<file path="src/rtl/wpred_cache_pkg.sv">
// Shared types for the way-predicted cache lookup.
// Assumes exactly two ways, so a way is named by one bit.
package wpred_cache_pkg;

    typedef enum logic [2:0] {
        ST_IDLE,   // ready for a request
        ST_PRED,   // compare the predicted way
        ST_ALT,    // compare the other way
        ST_SLOW,   // answer a slow hit
        ST_FILL,   // wait for the refill word
        ST_MISS    // answer a refilled miss
    } lookup_state_e;

endpackage

</file>
<file path="src/rtl/wpred_cache_store.sv">
// Line storage: valid bit, tag and data word per way and set, and one
// prediction bit per set. Reads are combinational at rd_idx_i; one line
// write and one prediction write per cycle. Assumes two ways.
module wpred_cache_store #(
    parameter int SETS   = 4,
    parameter int TAG_W  = 6,
    parameter int DATA_W = 16,
    localparam int IDX_W = $clog2(SETS)
) (
    input  logic                        clk,
    input  logic                        rst_n,
    input  logic [IDX_W-1:0]            rd_idx_i,
    output logic [1:0]                  rd_valid_o,
    output logic [1:0][TAG_W-1:0]       rd_tag_o,
    output logic [1:0][DATA_W-1:0]      rd_data_o,
    output logic                        rd_pred_o,
    input  logic                        wr_en_i,
    input  logic                        wr_way_i,
    input  logic [TAG_W-1:0]            wr_tag_i,
    input  logic [DATA_W-1:0]           wr_data_i,
    input  logic                        pred_we_i,
    input  logic                        pred_val_i
);
    logic pred_q [SETS];

    // Prediction bits: cleared to way 0 on reset, rewritten on retrain or fill.
    always_ff @(posedge clk) begin
        if (!rst_n) begin
            for (int s = 0; s < SETS; s++) pred_q[s] <= 1'b0;
        end else if (pred_we_i) begin
            pred_q[rd_idx_i] <= pred_val_i;
        end
    end

    assign rd_pred_o = pred_q[rd_idx_i];

    for (genvar w = 0; w < 2; w++) begin : g_way
        logic              valid_q [SETS];
        logic [TAG_W-1:0]  tag_q   [SETS];
        logic [DATA_W-1:0] data_q  [SETS];

        // Valid bits: all cleared on reset, set when this way is written.
        always_ff @(posedge clk) begin
            if (!rst_n) begin
                for (int s = 0; s < SETS; s++) valid_q[s] <= 1'b0;
            end else if (wr_en_i && wr_way_i == 1'(w)) begin
                valid_q[rd_idx_i] <= 1'b1;
            end
        end

        // Tag and data words: no reset, written with the line.
        always_ff @(posedge clk) begin
            if (wr_en_i && wr_way_i == 1'(w)) begin
                tag_q[rd_idx_i]  <= wr_tag_i;
                data_q[rd_idx_i] <= wr_data_i;
            end
        end

        assign rd_valid_o[w] = valid_q[rd_idx_i];
        assign rd_tag_o[w]   = tag_q[rd_idx_i];
        assign rd_data_o[w]  = data_q[rd_idx_i];
    end

endmodule

</file>
<file path="src/rtl/wpred_cache_ctrl.sv">
// Lookup sequencer: latches one request, compares the predicted way,
// then the other way, then refills; drives the storage write ports and
// the response. Assumes two ways and one word per line.
module wpred_cache_ctrl
    import wpred_cache_pkg::*;
#(
    parameter int ADDR_W = 8,
    parameter int DATA_W = 16,
    parameter int SETS   = 4,
    localparam int IDX_W = $clog2(SETS),
    localparam int TAG_W = ADDR_W - IDX_W
) (
    input  logic                   clk,
    input  logic                   rst_n,
    input  logic                   req_valid_i,
    output logic                   req_ready_o,
    input  logic [ADDR_W-1:0]      req_addr_i,
    input  logic                   req_we_i,
    input  logic [DATA_W-1:0]      req_wdata_i,
    output logic                   resp_valid_o,
    output logic [DATA_W-1:0]      resp_rdata_o,
    output logic                   resp_hit_o,
    output logic                   resp_slow_o,
    output logic                   resp_miss_o,
    output logic                   refill_req_o,
    output logic [ADDR_W-1:0]      refill_addr_o,
    input  logic                   refill_valid_i,
    input  logic [DATA_W-1:0]      refill_data_i,
    output logic [IDX_W-1:0]       idx_o,
    input  logic [1:0]             rd_valid_i,
    input  logic [1:0][TAG_W-1:0]  rd_tag_i,
    input  logic [1:0][DATA_W-1:0] rd_data_i,
    input  logic                   rd_pred_i,
    output logic                   wr_en_o,
    output logic                   wr_way_o,
    output logic [TAG_W-1:0]       wr_tag_o,
    output logic [DATA_W-1:0]      wr_data_o,
    output logic                   pred_we_o,
    output logic                   pred_val_o
);
    lookup_state_e     state_q, state_d;
    logic [ADDR_W-1:0] addr_q;
    logic              we_q;
    logic [DATA_W-1:0] wdata_q;
    logic              way_q, way_d;
    logic [TAG_W-1:0]  cur_tag;
    logic [1:0]        match;
    logic              pw, aw, victim, sel;

    assign cur_tag = addr_q[ADDR_W-1:IDX_W];
    assign idx_o   = addr_q[IDX_W-1:0];
    assign pw      = rd_pred_i;
    assign aw      = ~rd_pred_i;

    // Per-way tag compare; an invalid line never matches.
    always_comb begin
        for (int w = 0; w < 2; w++) match[w] = rd_valid_i[w] && (rd_tag_i[w] == cur_tag);
    end

    // Victim: first invalid way, else the way not predicted.
    always_comb begin
        if (!rd_valid_i[0])      victim = 1'b0;
        else if (!rd_valid_i[1]) victim = 1'b1;
        else                     victim = aw;
    end

    // Next state, response flags and storage writes for the current step.
    always_comb begin
        state_d      = state_q;
        way_d        = way_q;
        req_ready_o  = 1'b0;
        resp_hit_o   = 1'b0;
        resp_slow_o  = 1'b0;
        resp_miss_o  = 1'b0;
        refill_req_o = 1'b0;
        wr_en_o      = 1'b0;
        wr_way_o     = way_q;
        pred_we_o    = 1'b0;
        pred_val_o   = way_q;
        sel          = way_q;
        case (state_q)
            ST_IDLE: begin
                req_ready_o = 1'b1;
                if (req_valid_i) state_d = ST_PRED;
            end
            ST_PRED: begin
                sel = pw;
                if (match[pw]) begin
                    resp_hit_o = 1'b1;
                    wr_en_o    = we_q;
                    wr_way_o   = pw;
                    state_d    = ST_IDLE;
                end else begin
                    state_d = ST_ALT;
                end
            end
            ST_ALT: begin
                if (match[aw]) begin
                    wr_en_o    = we_q;
                    wr_way_o   = aw;
                    pred_we_o  = 1'b1;
                    pred_val_o = aw;
                    way_d      = aw;
                    state_d    = ST_SLOW;
                end else begin
                    way_d   = victim;
                    state_d = ST_FILL;
                end
            end
            ST_SLOW: begin
                resp_slow_o = 1'b1;
                state_d     = ST_IDLE;
            end
            ST_FILL: begin
                refill_req_o = 1'b1;
                if (refill_valid_i) begin
                    wr_en_o   = 1'b1;
                    pred_we_o = 1'b1;
                    state_d   = ST_MISS;
                end
            end
            ST_MISS: begin
                resp_miss_o = 1'b1;
                state_d     = ST_IDLE;
            end
            default: state_d = ST_IDLE;
        endcase
    end

    assign resp_valid_o  = resp_hit_o | resp_slow_o | resp_miss_o;
    assign resp_rdata_o  = rd_data_i[sel];
    assign refill_addr_o = addr_q;
    assign wr_tag_o      = cur_tag;
    assign wr_data_o     = (state_q == ST_FILL && !we_q) ? refill_data_i : wdata_q;

    // Sequencer state and way register.
    always_ff @(posedge clk) begin
        if (!rst_n) begin
            state_q <= ST_IDLE;
            way_q   <= 1'b0;
        end else begin
            state_q <= state_d;
            way_q   <= way_d;
        end
    end

    // Request capture on acceptance.
    always_ff @(posedge clk) begin
        if (!rst_n) begin
            addr_q  <= '0;
            we_q    <= 1'b0;
            wdata_q <= '0;
        end else if (req_valid_i && req_ready_o) begin
            addr_q  <= req_addr_i;
            we_q    <= req_we_i;
            wdata_q <= req_wdata_i;
        end
    end


    busy_after_accept_chk: assert property (@(posedge clk) disable iff (!rst_n)
        (req_valid_i && req_ready_o) |=> !req_ready_o);


    one_flag_chk: assert property (@(posedge clk) disable iff (!rst_n)
        resp_valid_o |-> $countones({resp_hit_o, resp_slow_o, resp_miss_o}) == 1);


    fast_timing_chk: assert property (@(posedge clk) disable iff (!rst_n)
        resp_hit_o |-> $past(req_valid_i && req_ready_o));


    slow_timing_chk: assert property (@(posedge clk) disable iff (!rst_n)
        resp_slow_o |-> ($past(state_q, 2) == ST_PRED && !$past(resp_valid_o)));


    retrain_chk: assert property (@(posedge clk) disable iff (!rst_n)
        resp_slow_o |-> rd_pred_i == way_q);


    fill_install_chk: assert property (@(posedge clk) disable iff (!rst_n)
        resp_miss_o |-> (rd_valid_i[way_q] && rd_tag_i[way_q] == cur_tag && rd_pred_i == way_q));

endmodule

</file>
<file path="src/rtl/wpred_cache.sv">
// Top of the way-predicted two-way cache lookup: sequencer plus line
// storage. One request in flight; one data word per line.
module wpred_cache #(
    parameter int ADDR_W = 8,
    parameter int DATA_W = 16,
    parameter int SETS   = 4,
    localparam int IDX_W = $clog2(SETS),
    localparam int TAG_W = ADDR_W - IDX_W
) (
    input  logic              clk,
    input  logic              rst_n,
    input  logic              req_valid_i,
    output logic              req_ready_o,
    input  logic [ADDR_W-1:0] req_addr_i,
    input  logic              req_we_i,
    input  logic [DATA_W-1:0] req_wdata_i,
    output logic              resp_valid_o,
    output logic [DATA_W-1:0] resp_rdata_o,
    output logic              resp_hit_o,
    output logic              resp_slow_o,
    output logic              resp_miss_o,
    output logic              refill_req_o,
    output logic [ADDR_W-1:0] refill_addr_o,
    input  logic              refill_valid_i,
    input  logic [DATA_W-1:0] refill_data_i
);
    logic [IDX_W-1:0]        idx;
    logic [1:0]              rd_valid;
    logic [1:0][TAG_W-1:0]   rd_tag;
    logic [1:0][DATA_W-1:0]  rd_data;
    logic                    rd_pred;
    logic                    wr_en, wr_way, pred_we, pred_val;
    logic [TAG_W-1:0]        wr_tag;
    logic [DATA_W-1:0]       wr_data;

    wpred_cache_ctrl #(.ADDR_W(ADDR_W), .DATA_W(DATA_W), .SETS(SETS)) ctrl_i (
        .clk(clk), .rst_n(rst_n),
        .req_valid_i(req_valid_i), .req_ready_o(req_ready_o), .req_addr_i(req_addr_i),
        .req_we_i(req_we_i), .req_wdata_i(req_wdata_i),
        .resp_valid_o(resp_valid_o), .resp_rdata_o(resp_rdata_o), .resp_hit_o(resp_hit_o),
        .resp_slow_o(resp_slow_o), .resp_miss_o(resp_miss_o),
        .refill_req_o(refill_req_o), .refill_addr_o(refill_addr_o),
        .refill_valid_i(refill_valid_i), .refill_data_i(refill_data_i),
        .idx_o(idx), .rd_valid_i(rd_valid), .rd_tag_i(rd_tag), .rd_data_i(rd_data),
        .rd_pred_i(rd_pred), .wr_en_o(wr_en), .wr_way_o(wr_way), .wr_tag_o(wr_tag),
        .wr_data_o(wr_data), .pred_we_o(pred_we), .pred_val_o(pred_val)
    );

    wpred_cache_store #(.SETS(SETS), .TAG_W(TAG_W), .DATA_W(DATA_W)) store_i (
        .clk(clk), .rst_n(rst_n), .rd_idx_i(idx),
        .rd_valid_o(rd_valid), .rd_tag_o(rd_tag), .rd_data_o(rd_data), .rd_pred_o(rd_pred),
        .wr_en_i(wr_en), .wr_way_i(wr_way), .wr_tag_i(wr_tag), .wr_data_i(wr_data),
        .pred_we_i(pred_we), .pred_val_i(pred_val)
    );

endmodule

</file>
<file path="config.mk">
export PLATFORM = sky130hd
export DESIGN_NAME = wpred_cache
export DESIGN_NICKNAME = d
export VERILOG_FILES = /design/src/rtl/wpred_cache_pkg.sv /design/src/rtl/wpred_cache_store.sv /design/src/rtl/wpred_cache_ctrl.sv /design/src/rtl/wpred_cache.sv
export SDC_FILE = /design/constraint.sdc
export NUM_CORES = 1
export LEC_CHECK = 0
export ABC_AREA = 1
export BUFFER_PORTS_ARGS = -buffer_cell sky130_fd_sc_hd__clkbuf_2
export CAP_MARGIN = 40
export CELL_PAD_IN_SITES_DETAIL_PLACEMENT = 1
export CELL_PAD_IN_SITES_GLOBAL_PLACEMENT = 1
export CORE_MARGIN = 3
export CORE_UTILIZATION = 35
export DETAILED_ROUTE_END_ITERATION = 7
export PLACE_DENSITY_LB_ADDON = 0.1
export SLEW_MARGIN = 25
export SYNTH_ARGS = -nofsm -noshare
export SYNTH_HDL_FRONTEND = slang
export SYNTH_SLANG_ARGS = --single-unit
</file>
<file path="constraint.sdc">
create_clock -name clk -period 3.45 [get_ports clk]
set_input_delay 0.69 -clock clk [delete_from_list [all_inputs] [get_ports clk]]
set_output_delay 0.69 -clock clk [all_outputs]
set_load 0.01 [all_outputs]
</file>
# Word-level counts from Yosys, hierarchy flattened

Memory sizes are Yosys's and may differ from the RTL's. A register that Yosys moved wholly into a read port is not among the register bits.
Index checks and enable logic that the tools add are counted.

Memories kept: 7
Bits in registers: 29
Output and inout port bits: 30
Logic and storage cells: 107
RAM bits: 188
Input port bits: 45

Memories:

| name                     | words | bits a word | read ports | clocked after Yosys merged registers in | wr ports | line                    | text |
|---|---|---|---|---|---|---|---|
| store_i.g_way[0].data_q  | 4     | 16          | 1          | 1                                       | 1        | wpred_cache_store.sv:40 | `logic [DATA_W-1:0] data_q [SETS];` |
| store_i.g_way[1].data_q  | 4     | 16          | 1          | 1                                       | 1        | wpred_cache_store.sv:40 |  |
| store_i.g_way[0].tag_q   | 4     | 6           | 1          | 1                                       | 1        | wpred_cache_store.sv:39 | `logic [TAG_W-1:0] tag_q [SETS];` |
| store_i.g_way[1].tag_q   | 4     | 6           | 1          | 1                                       | 1        | wpred_cache_store.sv:39 |  |
| store_i.g_way[0].valid_q | 4     | 1           | 1          | 1                                       | 4        | wpred_cache_store.sv:38 | `logic valid_q [SETS];` |
| store_i.g_way[1].valid_q | 4     | 1           | 1          | 1                                       | 4        | wpred_cache_store.sv:38 |  |
| +1 memories              | n/a   | n/a         | n/a        | n/a                                     | n/a      | n/a                     |  |

Mux-type cells: 67
Bitwise gates (word level): 4
Order comparisons: 3
Reductions and logical operators: 12
Equality and inequality tests: 9

Operators by type and width:

| kind                 | number |
|---|---|
| $mux W16             | 3 |
| $mux W1              | 39 |
| $mux W2              | 18 |
| $eq A6 B6 Y1         | 2 |
| $pmux W3 S4          | 1 |
| $mux W3              | 3 |
| $eq A3 B2 Y1 const B | 2 |
| $eq A3 B3 Y1 const B | 2 |
| $logic_and A1 B1 Y1  | 6 |
| $lt A1 B2 Y1 const B | 3 |
| $ne A2 B2 Y1 const B | 2 |
| $pmux W1 S2          | 2 |
| $eq A3 B1 Y1 const B | 1 |
| $logic_not A3 Y1     | 1 |
| $pmux W1 S3          | 1 |
| $reduce_or A1 Y1     | 3 |
| $not A1 Y1           | 2 |
| $or A1 B1 Y1         | 2 |
| $reduce_and A2 Y1    | 1 |
| $logic_not A1 Y1     | 1 |

# Depth between registers and ports, before layout

Gate-level depths: netlist of run 1.

Depth in word-level cells: 13
Gate-level depth with buffers: 17
Mapped depth without buffers: 16

# Hierarchy

Synthesis of run 1 repeated with hierarchy kept, for this count alone.

Cell total of the unflattened synthesis: 892
Area, all modules: 9137.5 µm²

Modules (own cells, without submodules):

| module            | times used | seq. area each (µm²) | cells an instance | area each (µm²) |
|---|---|---|---|---|
| wpred_cache_store | 1          | 5555.3               | 608               | 7239.4 |
| wpred_cache_ctrl  | 1          | 580.6                | 284               | 1898.1 |

# Worst setup path before layout of run 1

OpenSTA, ideal clock, no wires.

Path kind: flip-flop to flip-flop
Start: register with a tool-made name
End: memory store_i.g_way[1].data_q[3][0] (enable)
Clock period less this slack: 2.987 ns
Data required time: 3.049 ns
Slack: 0.463 ns
Path buffers: 1
Arrival: 2.587 ns
Library setup time: 0.401 ns
Cell stages (with the launch flop): 15
Cell sequence: dfxtp_1 > inv_1 > clkbuf_1 > nand3_1 > nand2_1 > nand2_1 > nand2_1 > nand2_1 > nor2_2 > nand3_1 > nand2_1 > nand3_2 > nand3_1 > nand3_1 > nor2_1

RTL lines:

| item      | line |
|---|---|
| to (decl) | wpred_cache_store.sv:40 |

==> impl_metrics.prom, run 1 <==
# TYPE chip_impl_metric gauge
chip_impl_metric{name="p_sw_share",unit="%"} 27.7
chip_impl_info{name="cp-start-kind",value="register"} 1
chip_impl_metric{name="final_hold_viol_count",unit=""} 0
chip_impl_metric{name="port-buffer-count",unit=""} 74
chip_impl_metric{name="core",unit="um^2"} 25200
chip_impl_info{name="ys_dominant_reg_cell",value="edfxtp_1"} 1
chip_impl_metric{name="critPathRequiredTime",unit="ns"} 2.76
chip_impl_info{name="cts-root-buf",value="clkbuf_16"} 1
chip_impl_metric{name="p_seq_share",unit="%"} 45.7
chip_impl_metric{name="fin_nets",unit=""} 976
chip_impl_metric{name="quantity_of_hold_fixing_buffers_added_after_cts",unit=""} 0
chip_impl_metric{name="post_synth_and_or_nand_nor_area_fraction",unit="%"} 15.7
chip_impl_metric{name="cellLeakagePower",unit="nW"} 4.03
chip_impl_metric{name="maxCapViolCount",unit=""} 0
chip_impl_metric{name="totalWireLength",unit="um"} 25300
chip_impl_metric{name="post-route-drc-count",unit=""} 0
chip_impl_info{name="worst_path_most_repeated_cell",value="nand2_1"} 1
chip_impl_info{name="worstPathCellList",value="inv_6 > nand2_1 > nand3_1 > nand2_1 > nand2_1 > nand2_1 > nand2_1 > nor2_2 > nand3_1 > nand2_1 > nand2_1 > inv_1 > or3_1 > clkbuf_2"} 1
chip_impl_metric{name="dp.cells",unit=""} 1231
chip_impl_metric{name="instances_no_fill",unit=""} 1280
chip_impl_metric{name="antenna_cells_inserted",unit=""} 0
chip_impl_metric{name="synthDistinctLibCells",unit=""} 30
chip_impl_metric{name="avgViaCountPerCell",unit=""} 5.03
chip_impl_metric{name="final.setup_skew",unit="ns"} 0.0126
chip_impl_metric{name="routed-wl-met3",unit="um"} 1140
chip_impl_metric{name="floorplan.initialDensity",unit="%"} 35.7
chip_impl_info{name="crit-reg2reg-capture",value="store_i.g_way[0].data_q[3][1]"} 1
chip_impl_metric{name="post_synth_instance_area",unit="um^2"} 8990
chip_impl_metric{name="postSynthAreaPerCell",unit="um^2"} 10.6
chip_impl_metric{name="setup_viol",unit=""} 0
chip_impl_info{name="tritoncts_clock_tree",value="done"} 1
chip_impl_info{name="yosysTopAreaCell",value="edfxtp_1"} 1
chip_impl_info{name="route.top_layer_used",value="met4"} 1
chip_impl_metric{name="switchingPower",unit="mW"} 1.87
chip_impl_metric{name="die_y",unit="um"} 166
chip_impl_metric{name="post_cts.repair.setup_buffers",unit=""} 0
chip_impl_metric{name="yosysWarningCount",unit=""} 0
chip_impl_metric{name="number_of_enable_flip_flop_cells_after_synthesis",unit=""} 179
chip_impl_metric{name="floorplan.die_area",unit="um^2"} 27600
chip_impl_info{name="mostFrequentLayoutCells",value="179 x edfxtp_1, 141 x nor2_1, 121 x nand2_1"} 1
chip_impl_info{name="critical_path.slowest_cell",value="dfxtp_4"} 1
chip_impl_metric{name="synth_mux_area_share",unit="%"} 0
chip_impl_metric{name="wirelength_met1",unit="um"} 11600
chip_impl_metric{name="critPathMaxFanout",unit=""} 32
chip_impl_metric{name="detail_route.first_pass.iterations",unit=""} 4
chip_impl_metric{name="ir_drop",unit="mV"} 0.313
chip_impl_metric{name="ctsHtreeMaxLevel",unit=""} 1
chip_impl_info{name="critical-path-top-delay-family",value="simple AND/OR/NAND/NOR gates"} 1
chip_impl_info{name="synth.area.top_cells",value="edfxtp_1 60%, dfxtp_1 8.9%, nor2_1 6.0%"} 1
chip_impl_metric{name="synth.net_count",unit=""} 892
chip_impl_metric{name="cp_data_arrival_time",unit="ns"} 2.56
chip_impl_metric{name="synth-xor-area-share",unit="%"} 0.0975
chip_impl_metric{name="gr-usage-all-layers",unit="%"} 17.6
chip_impl_metric{name="postSynthCellCount",unit=""} 847
chip_impl_metric{name="synth_sequential_area_ratio",unit="%"} 68.7
chip_impl_metric{name="clkSinkCount",unit=""} 219
chip_impl_metric{name="clk_pin_slew_worst_paths",unit="ns"} 0.06
chip_impl_metric{name="wl_met2",unit="um"} 12200
chip_impl_metric{name="synth-compound-area-share",unit="%"} 10.9
chip_impl_metric{name="vias",unit=""} 6433
chip_impl_info{name="hold_start",value="store_i.g_way[0].valid_q[2]"} 1
chip_impl_metric{name="slowest_delay",unit="ns"} 0.40
chip_impl_info{name="worstHoldEndpoint",value="store_i.g_way[0].valid_q[2]"} 1
chip_impl_info{name="mostFrequentLayoutCell",value="edfxtp_1"} 1
chip_impl_metric{name="placement_rows",unit=""} 58
chip_impl_info{name="outcome",value="finished, final reports clean"} 1
chip_impl_metric{name="fin_crit",unit="ns"} 3.25
chip_impl_metric{name="synthToLayoutAreaGrowth",unit="%"} 19.3
chip_impl_metric{name="dp.final_hpwl",unit="um"} 15300
chip_impl_metric{name="power_density_relative_to_cell_area",unit="nW/um^2"} 630
chip_impl_metric{name="synth_largest_type_area_fraction",unit="%"} 59.8
chip_impl_metric{name="proportion_of_layout_cells_with_a_drive_suffix_above_1",unit="%"} 16.3
chip_impl_metric{name="comb_power_share",unit="%"} 16.9
chip_impl_metric{name="worst_skew_pair.late_latency",unit="ns"} 0.52
chip_impl_metric{name="power_report.internal_total",unit="mW"} 4.88
chip_impl_metric{name="antenna_found_initial",unit=""} 0
chip_impl_metric{name="pwr-share-clk",unit="%"} 37.4
chip_impl_metric{name="final_total_pwr",unit="mW"} 6.75
chip_impl_metric{name="worstMarginPinSlew",unit="ns"} 0.786
chip_impl_metric{name="worst-r2r-setup-slack",unit="ns"} 0.68
chip_impl_metric{name="worst_r2r_path_depth",unit=""} 14
chip_impl_metric{name="pin_count_of_the_biggest_net_entering_global_routing",unit=""} 95
chip_impl_metric{name="place.gp.congestion",unit=""} 0.816
chip_impl_metric{name="cts-root-to-sink-buffers",unit=""} 3
chip_impl_metric{name="critical_path.n_buffers_inverters",unit=""} 3
chip_impl_metric{name="async_flop_share",unit="%"} 0
chip_impl_metric{name="tritoncts.num_buffers",unit=""} 25
chip_impl_metric{name="chipWidth",unit="um"} 166
chip_impl_info{name="hold_path_class",value="reg2reg"} 1
chip_impl_metric{name="grt_pass1_vias",unit=""} 6981
chip_impl_metric{name="ioPinCount",unit=""} 75
chip_impl_info{name="path_class",value="reg2out"} 1
chip_impl_metric{name="ys_seq_elements",unit=""} 219
chip_impl_info{name="worst_setup_path_end_kind",value="primary output"} 1
chip_impl_metric{name="synthAdderAreaFrac",unit="%"} 0
chip_impl_metric{name="fmaxAchievable",unit="GHz"} 0.308
chip_impl_metric{name="slew_violations",unit=""} 0
chip_impl_metric{name="grt_pass1_wl",unit="um"} 38700
chip_impl_metric{name="wire_per_inst",unit="um"} 19.8
chip_impl_metric{name="fin_hold_ws",unit="ns"} 0.459
chip_impl_metric{name="crit_cells",unit=""} 14
chip_impl_metric{name="gr-total-overflow",unit=""} 0
chip_impl_metric{name="antenna_violating_nets_remaining",unit=""} 0
chip_impl_metric{name="layout_worst_path_cycle_share",unit="%"} 94.1
chip_impl_metric{name="hold_depth",unit=""} 2
chip_impl_metric{name="slew_headroom",unit="%"} 47.5
chip_impl_metric{name="dr.first_iter.drc_count",unit=""} 448
chip_impl_info{name="synth_top_family_by_area",value="simple AND/OR/NAND/NOR gates"} 1
## timing repair
item                                   4_1_cts  5_1_grt
endpoints found under the hold margin        0        0
gates cloned                                 0        2
pin swaps                                    0        0
setup endpoints to repair                    4       12
gates resized for setup                      3        6
## Yosys cell counts, drive strengths merged (7+ instances only)
cell      n
a21oi    51
a31oi    16
buf      13
clkbuf   32
dfxtp    40
edfxtp  179
inv      55
nand2   123
nand3    60
nand4     7
nor2    147
o21ai    98
o22ai    16
## state kept, by name, summed over array words and instances (netlist names), named ones only
register / flops
ctrl_i.we_q: 1
store_i.g_way.data_q: 128
ctrl_i.wdata_q: 16
ctrl_i.refill_addr_o: 8
store_i.g_way.valid_q: 8
ctrl_i.way_q: 1
ctrl_i.state_q: 3
store_i.pred_q: 4
store_i.g_way.tag_q: 48
## metrics by stage
step | cell area (um^2) | util, % | setup TNS (ns) | setup slack, ns
final | 10700 | 42.6 | 0 | 0.202
after global routing | 10700 | 42.6 | -0.0000988 | -0.0000988
after CTS | 10600 | 42.2 | 0 | 0.0101
after detailed placement | 9840 | 39.1 | 0 | 0.456
after global placement | 9840 | 39.1 | 0 | 0.486
after floorplan | 8990 | - | 0 | 0.463
## logic make-up after synthesis
logic type / count (synthesis)
and+or+nand+nor: 343
DFF: 219
AOI/OAI and AO/OA: 183
buffers and inverters: 101
xor gates and xnor gates: 1
## worst max-delay path by stage
stage / startpoint / to / slack [ns]
after floorplan: register / store_i.g_way[1].data_q[3][0] / 0.46
after global placement: register / resp_rdata_o[2] / 0.49
after detailed placement: register / store_i.g_way[0].data_q[1][6] / 0.46
after CTS: register / resp_valid_o / 0.01
after global routing: register / resp_valid_o / -0.0001
final: register / resp_valid_o / 0.20
## layer usage
layer | vias up | track usage [%]
met5 | - | 0
met4 | 0 | 3.59
met2 | 133 | 30.7
met1 | 3154 | 23.5
li1 | 3122 | -
met3 | 24 | 2.69
## cell type report
type	instances	area (um^2)
clock buffers	39	718
clock inverters	7	63.8
fillers	2786	14500
inverters	56	215
multi-input cells	527	2420
flip-flops and latches	219	6180
well taps	330	413
repair buffers	102	717
## worst min-delay path, cell delays in order (launching register included)
cell and delay (ns):
dfxtp_1 0.30, inv_1 0.05, a21oi_1 0.06
## power by group through the flow
stage                     logic, mW  clock network (mW)  registers (mW)
after floorplan               0.690                   0            3.12
after global placement         1.09                   0            3.13
after detailed placement       1.13                   0            3.14
after CTS                      1.14                2.59            3.08
after global routing           1.29                2.70            3.10
final                          1.14                2.52            3.09
Power figures use the tool's default switching activity.
==> inputs of run 2 (changes only) <==
CELL_PAD_IN_SITES_DETAIL_PLACEMENT = 0   (was 1)
SYNTH_HIERARCHICAL = 1   (was default)
==> run 2 against run 1 <==
  * Maximum frequency decreased by 1.7%
  * Non-clock buffer count grew 17
  * Worst hold slack lost 0.011 ns
  * Combinational power fell by 32%
  * Wire length down 5.2%
  * Setup slack lost 0.058 ns
  * Utilization is 0.97 points higher
  * Largest power group unchanged
==> impl_metrics.prom, run 2 <==
# TYPE chip_impl_metric gauge
chip_impl_info{name="cp-start-kind",value="register"} 1
chip_impl_metric{name="power_density_relative_to_cell_area",unit="nW/um^2"} 591
chip_impl_metric{name="fmaxAchievable",unit="GHz"} 0.303
chip_impl_info{name="hold_path_class",value="reg2reg"} 1
chip_impl_metric{name="setup_viol",unit=""} 0
chip_impl_info{name="yosysTopAreaCell",value="edfxtp_1"} 1
chip_impl_metric{name="largest_register_ff_count",unit=""} 128
chip_impl_info{name="reg_top3",value="store_i/g_way.data_q (128), store_i/g_way.tag_q (48), ctrl_i/wdata_q (16)"} 1
chip_impl_metric{name="fin_nets",unit=""} 1036
chip_impl_metric{name="yosysWarningCount",unit=""} 6
chip_impl_metric{name="proportion_of_layout_cells_with_a_drive_suffix_above_1",unit="%"} 18.9
chip_impl_info{name="ys_dominant_reg_cell",value="edfxtp_1"} 1
chip_impl_metric{name="dr.first_iter.drc_count",unit=""} 415
chip_impl_metric{name="synthDistinctLibCells",unit=""} 24
chip_impl_metric{name="synth_sequential_area_ratio",unit="%"} 67.2
chip_impl_info{name="synth_top_cells_by_count",value="353 x nand2_1, 179 x edfxtp_1, 63 x inv_1, 63 x nand3_1, 49 x a21oi_1"} 1
chip_impl_metric{name="post_synth_instance_area",unit="um^2"} 9140
chip_impl_metric{name="totalWireLength",unit="um"} 24000
chip_impl_metric{name="ys_seq_elements",unit=""} 217
chip_impl_metric{name="synthToLayoutAreaGrowth",unit="%"} 21.0
chip_impl_info{name="mostFrequentLayoutCell",value="nand2_1"} 1
chip_impl_info{name="mostFrequentLayoutCells",value="352 x nand2_1, 179 x edfxtp_1, 74 x clkbuf_2"} 1
chip_impl_metric{name="worst_skew_pair.late_latency",unit="ns"} 0.52
chip_impl_metric{name="synth.net_count",unit=""} 937
chip_impl_metric{name="avgViaCountPerCell",unit=""} 4.67
chip_impl_metric{name="place.gp.congestion",unit=""} 0.795
chip_impl_metric{name="final_hold_viol_count",unit=""} 0
chip_impl_metric{name="maxCapViolCount",unit=""} 0
chip_impl_metric{name="slew_headroom",unit="%"} 53.7
chip_impl_metric{name="cellLeakagePower",unit="nW"} 4.49
chip_impl_metric{name="final.setup_skew",unit="ns"} 0.0139
chip_impl_metric{name="gr-total-overflow",unit=""} 0
chip_impl_metric{name="critPathRequiredTime",unit="ns"} 2.76
chip_impl_metric{name="clkSinkCount",unit=""} 217
chip_impl_metric{name="async_flop_share",unit="%"} 0
chip_impl_metric{name="met3_usage",unit="%"} 2.08
chip_impl_metric{name="critPathMaxFanout",unit=""} 16
chip_impl_metric{name="postSynthCellCount",unit=""} 892
chip_impl_metric{name="gr-usage-all-layers",unit="%"} 16.8
chip_impl_metric{name="detail_route.first_pass.iterations",unit=""} 4
chip_impl_info{name="cts-root-buf",value="clkbuf_16"} 1
chip_impl_metric{name="postSynthAreaPerCell",unit="um^2"} 10.2
chip_impl_metric{name="vias",unit=""} 6248
chip_impl_metric{name="chipWidth",unit="um"} 168
chip_impl_metric{name="clk_pin_slew_worst_paths",unit="ns"} 0.06
chip_impl_metric{name="met1_usage",unit="%"} 23.3
chip_impl_metric{name="dp.cells",unit=""} 1284
chip_impl_info{name="outcome",value="finished, final reports clean"} 1
chip_impl_info{name="synth.area.top_cells",value="edfxtp_1 59%, nand2_1 15%, dfxtp_1 8.3%"} 1
chip_impl_metric{name="antenna_found_initial",unit=""} 0
chip_impl_metric{name="layout_worst_path_cycle_share",unit="%"} 95.8
chip_impl_metric{name="fin_crit",unit="ns"} 3.31
chip_impl_metric{name="antenna_cells_inserted",unit=""} 0
chip_impl_metric{name="synth_largest_type_area_fraction",unit="%"} 58.8
chip_impl_metric{name="dp.final_hpwl",unit="um"} 14900
chip_impl_info{name="path_class",value="reg2out"} 1
chip_impl_metric{name="cts-root-to-sink-buffers",unit=""} 3
chip_impl_metric{name="ir_drop",unit="mV"} 0.343
chip_impl_metric{name="ctsHtreeMaxLevel",unit=""} 1
chip_impl_info{name="synthMostInstantiatedCell",value="nand2_1"} 1
chip_impl_metric{name="groute.layer.met2.usage",unit="%"} 28.6
chip_impl_metric{name="floorplan.initialDensity",unit="%"} 36.0
chip_impl_metric{name="wire_per_inst",unit="um"} 17.9
chip_impl_metric{name="fin_hold_ws",unit="ns"} 0.447
chip_impl_metric{name="quantity_of_hold_fixing_buffers_added_after_cts",unit=""} 0
chip_impl_metric{name="antenna_violating_nets_remaining",unit=""} 0
chip_impl_metric{name="worstMarginPinSlew",unit="ns"} 0.694
chip_impl_metric{name="cp_data_arrival_time",unit="ns"} 2.62
chip_impl_metric{name="slew_violations",unit=""} 0
chip_impl_metric{name="pin_count_of_the_biggest_net_entering_global_routing",unit=""} 53
chip_impl_metric{name="post-route-drc-count",unit=""} 0
chip_impl_metric{name="grt_pass1_vias",unit=""} 6188
chip_impl_info{name="max_flop_register",value="store_i/g_way.data_q"} 1
chip_impl_metric{name="number_of_enable_flip_flop_cells_after_synthesis",unit=""} 179
chip_impl_metric{name="core",unit="um^2"} 25400
chip_impl_info{name="worst_setup_path_end_kind",value="primary output"} 1
chip_impl_metric{name="tritoncts.num_buffers",unit=""} 25
chip_impl_metric{name="port-buffer-count",unit=""} 74
chip_impl_metric{name="ioPinCount",unit=""} 75
chip_impl_metric{name="floorplan.die_area",unit="um^2"} 28100
chip_impl_metric{name="die_y",unit="um"} 168
chip_impl_info{name="tritoncts_clock_tree",value="done"} 1
chip_impl_metric{name="grt_pass1_wl",unit="um"} 36800
chip_impl_metric{name="placement_rows",unit=""} 58
chip_impl_info{name="globalRoute.busiestLayer",value="met2"} 1
chip_impl_metric{name="instances_no_fill",unit=""} 1339
==> run 2: through the flow <==
| stage | utilization [%] | setup slack (ns) | power (mW) | setup TNS [ns] | area, um^2 |
|---|---|---|---|---|---|
| after floorplan | - | -0.00770 | 3.52 | -0.508 | 9140 |
| after global placement | 39.5 | 0.258 | 3.81 | 0 | 10000 |
| after detailed placement | 39.6 | 0.248 | 3.82 | 0 | 10100 |
| after CTS | 43.2 | 0.0359 | 6.61 | 0 | 11000 |
| after global routing | 43.5 | -0.0117 | 6.80 | -0.0117 | 11100 |
| final | 43.5 | 0.145 | 6.54 | 0 | 11100 |
==> run 2: power by group <==
part	switching [mW]	internal, mW
registers	0.0395	2.97
logic	0.512	0.265
clock network	1.02	1.74
total	1.57	4.97
==> run 2: kinds of logic after synthesis <==
family / count (synthesis) / share of synthesized area [%]
AOI/OAI and AO/OA: 84 / 4.75
xor gates and xnor gates: 1 / 0.0959
buffers and inverters: 112 / 5.46
DFF: 217 / 67.2
muxes: 16 / 2.38
and+or+nand+nor: 462 / 20.2
==> run 2: worst max-delay path, stage by stage, from the launching register on <==
cell,delay [ns]
dfxtp_4,0.42
inv_2,0.10
nor2_4,0.15
buf_4,0.14
nand2_1,0.05
nand3_1,0.16
inv_1,0.16
o21ai_4,0.20
buf_12,0.20
mux2_2,0.37
clkbuf_2,0.13
==> run 2: final timing paths <==
check                                        startpoint  slack [ns]  cells past startpoint                             to
worst max-delay path            ctrl_i/refill_addr_o[0]        0.14                     10                resp_rdata_o[2]
worst max register to register  ctrl_i/refill_addr_o[0]        0.37                     20  store_i/g_way[0].data_q[2][0]
worst min-delay path                  ctrl_i/wdata_q[6]        0.45                      2              ctrl_i/wdata_q[6]
worst min register to register        ctrl_i/wdata_q[6]        0.45                      2              ctrl_i/wdata_q[6]
==> run 2: cell type report <==
class                           count  area, um^2
Clock inverter                      7         141
Inverter                           65         244
Timing Repair Buffer              119         852
Sequential cell                   217        6140
Multi-Input combinational cell    563        2540
Tap cell                          330         413
Clock buffer                       38         724
Fill cell                        2535       14300
==> run 2: repair_timing <==
| item | in CTS | in global routing |
|---|---|---|
| resized for setup | 2 | 10 |
| endpoints found under the setup margin | 16 | 40 |
| buffers inserted | 6 | 2 |
| pin swaps | 2 | 1 |
| gates cloned | 0 | 1 |
| endpoints found under the hold margin | 0 | 0 |
==> run 2: routing by layer <==
layer | routed length (um) | up-vias
li1 | - | 3165
met1 | 11300 | 2955
met2 | 11500 | 98
met3 | 732 | 30
met4 | 449 | 0
met5 | 0 | -
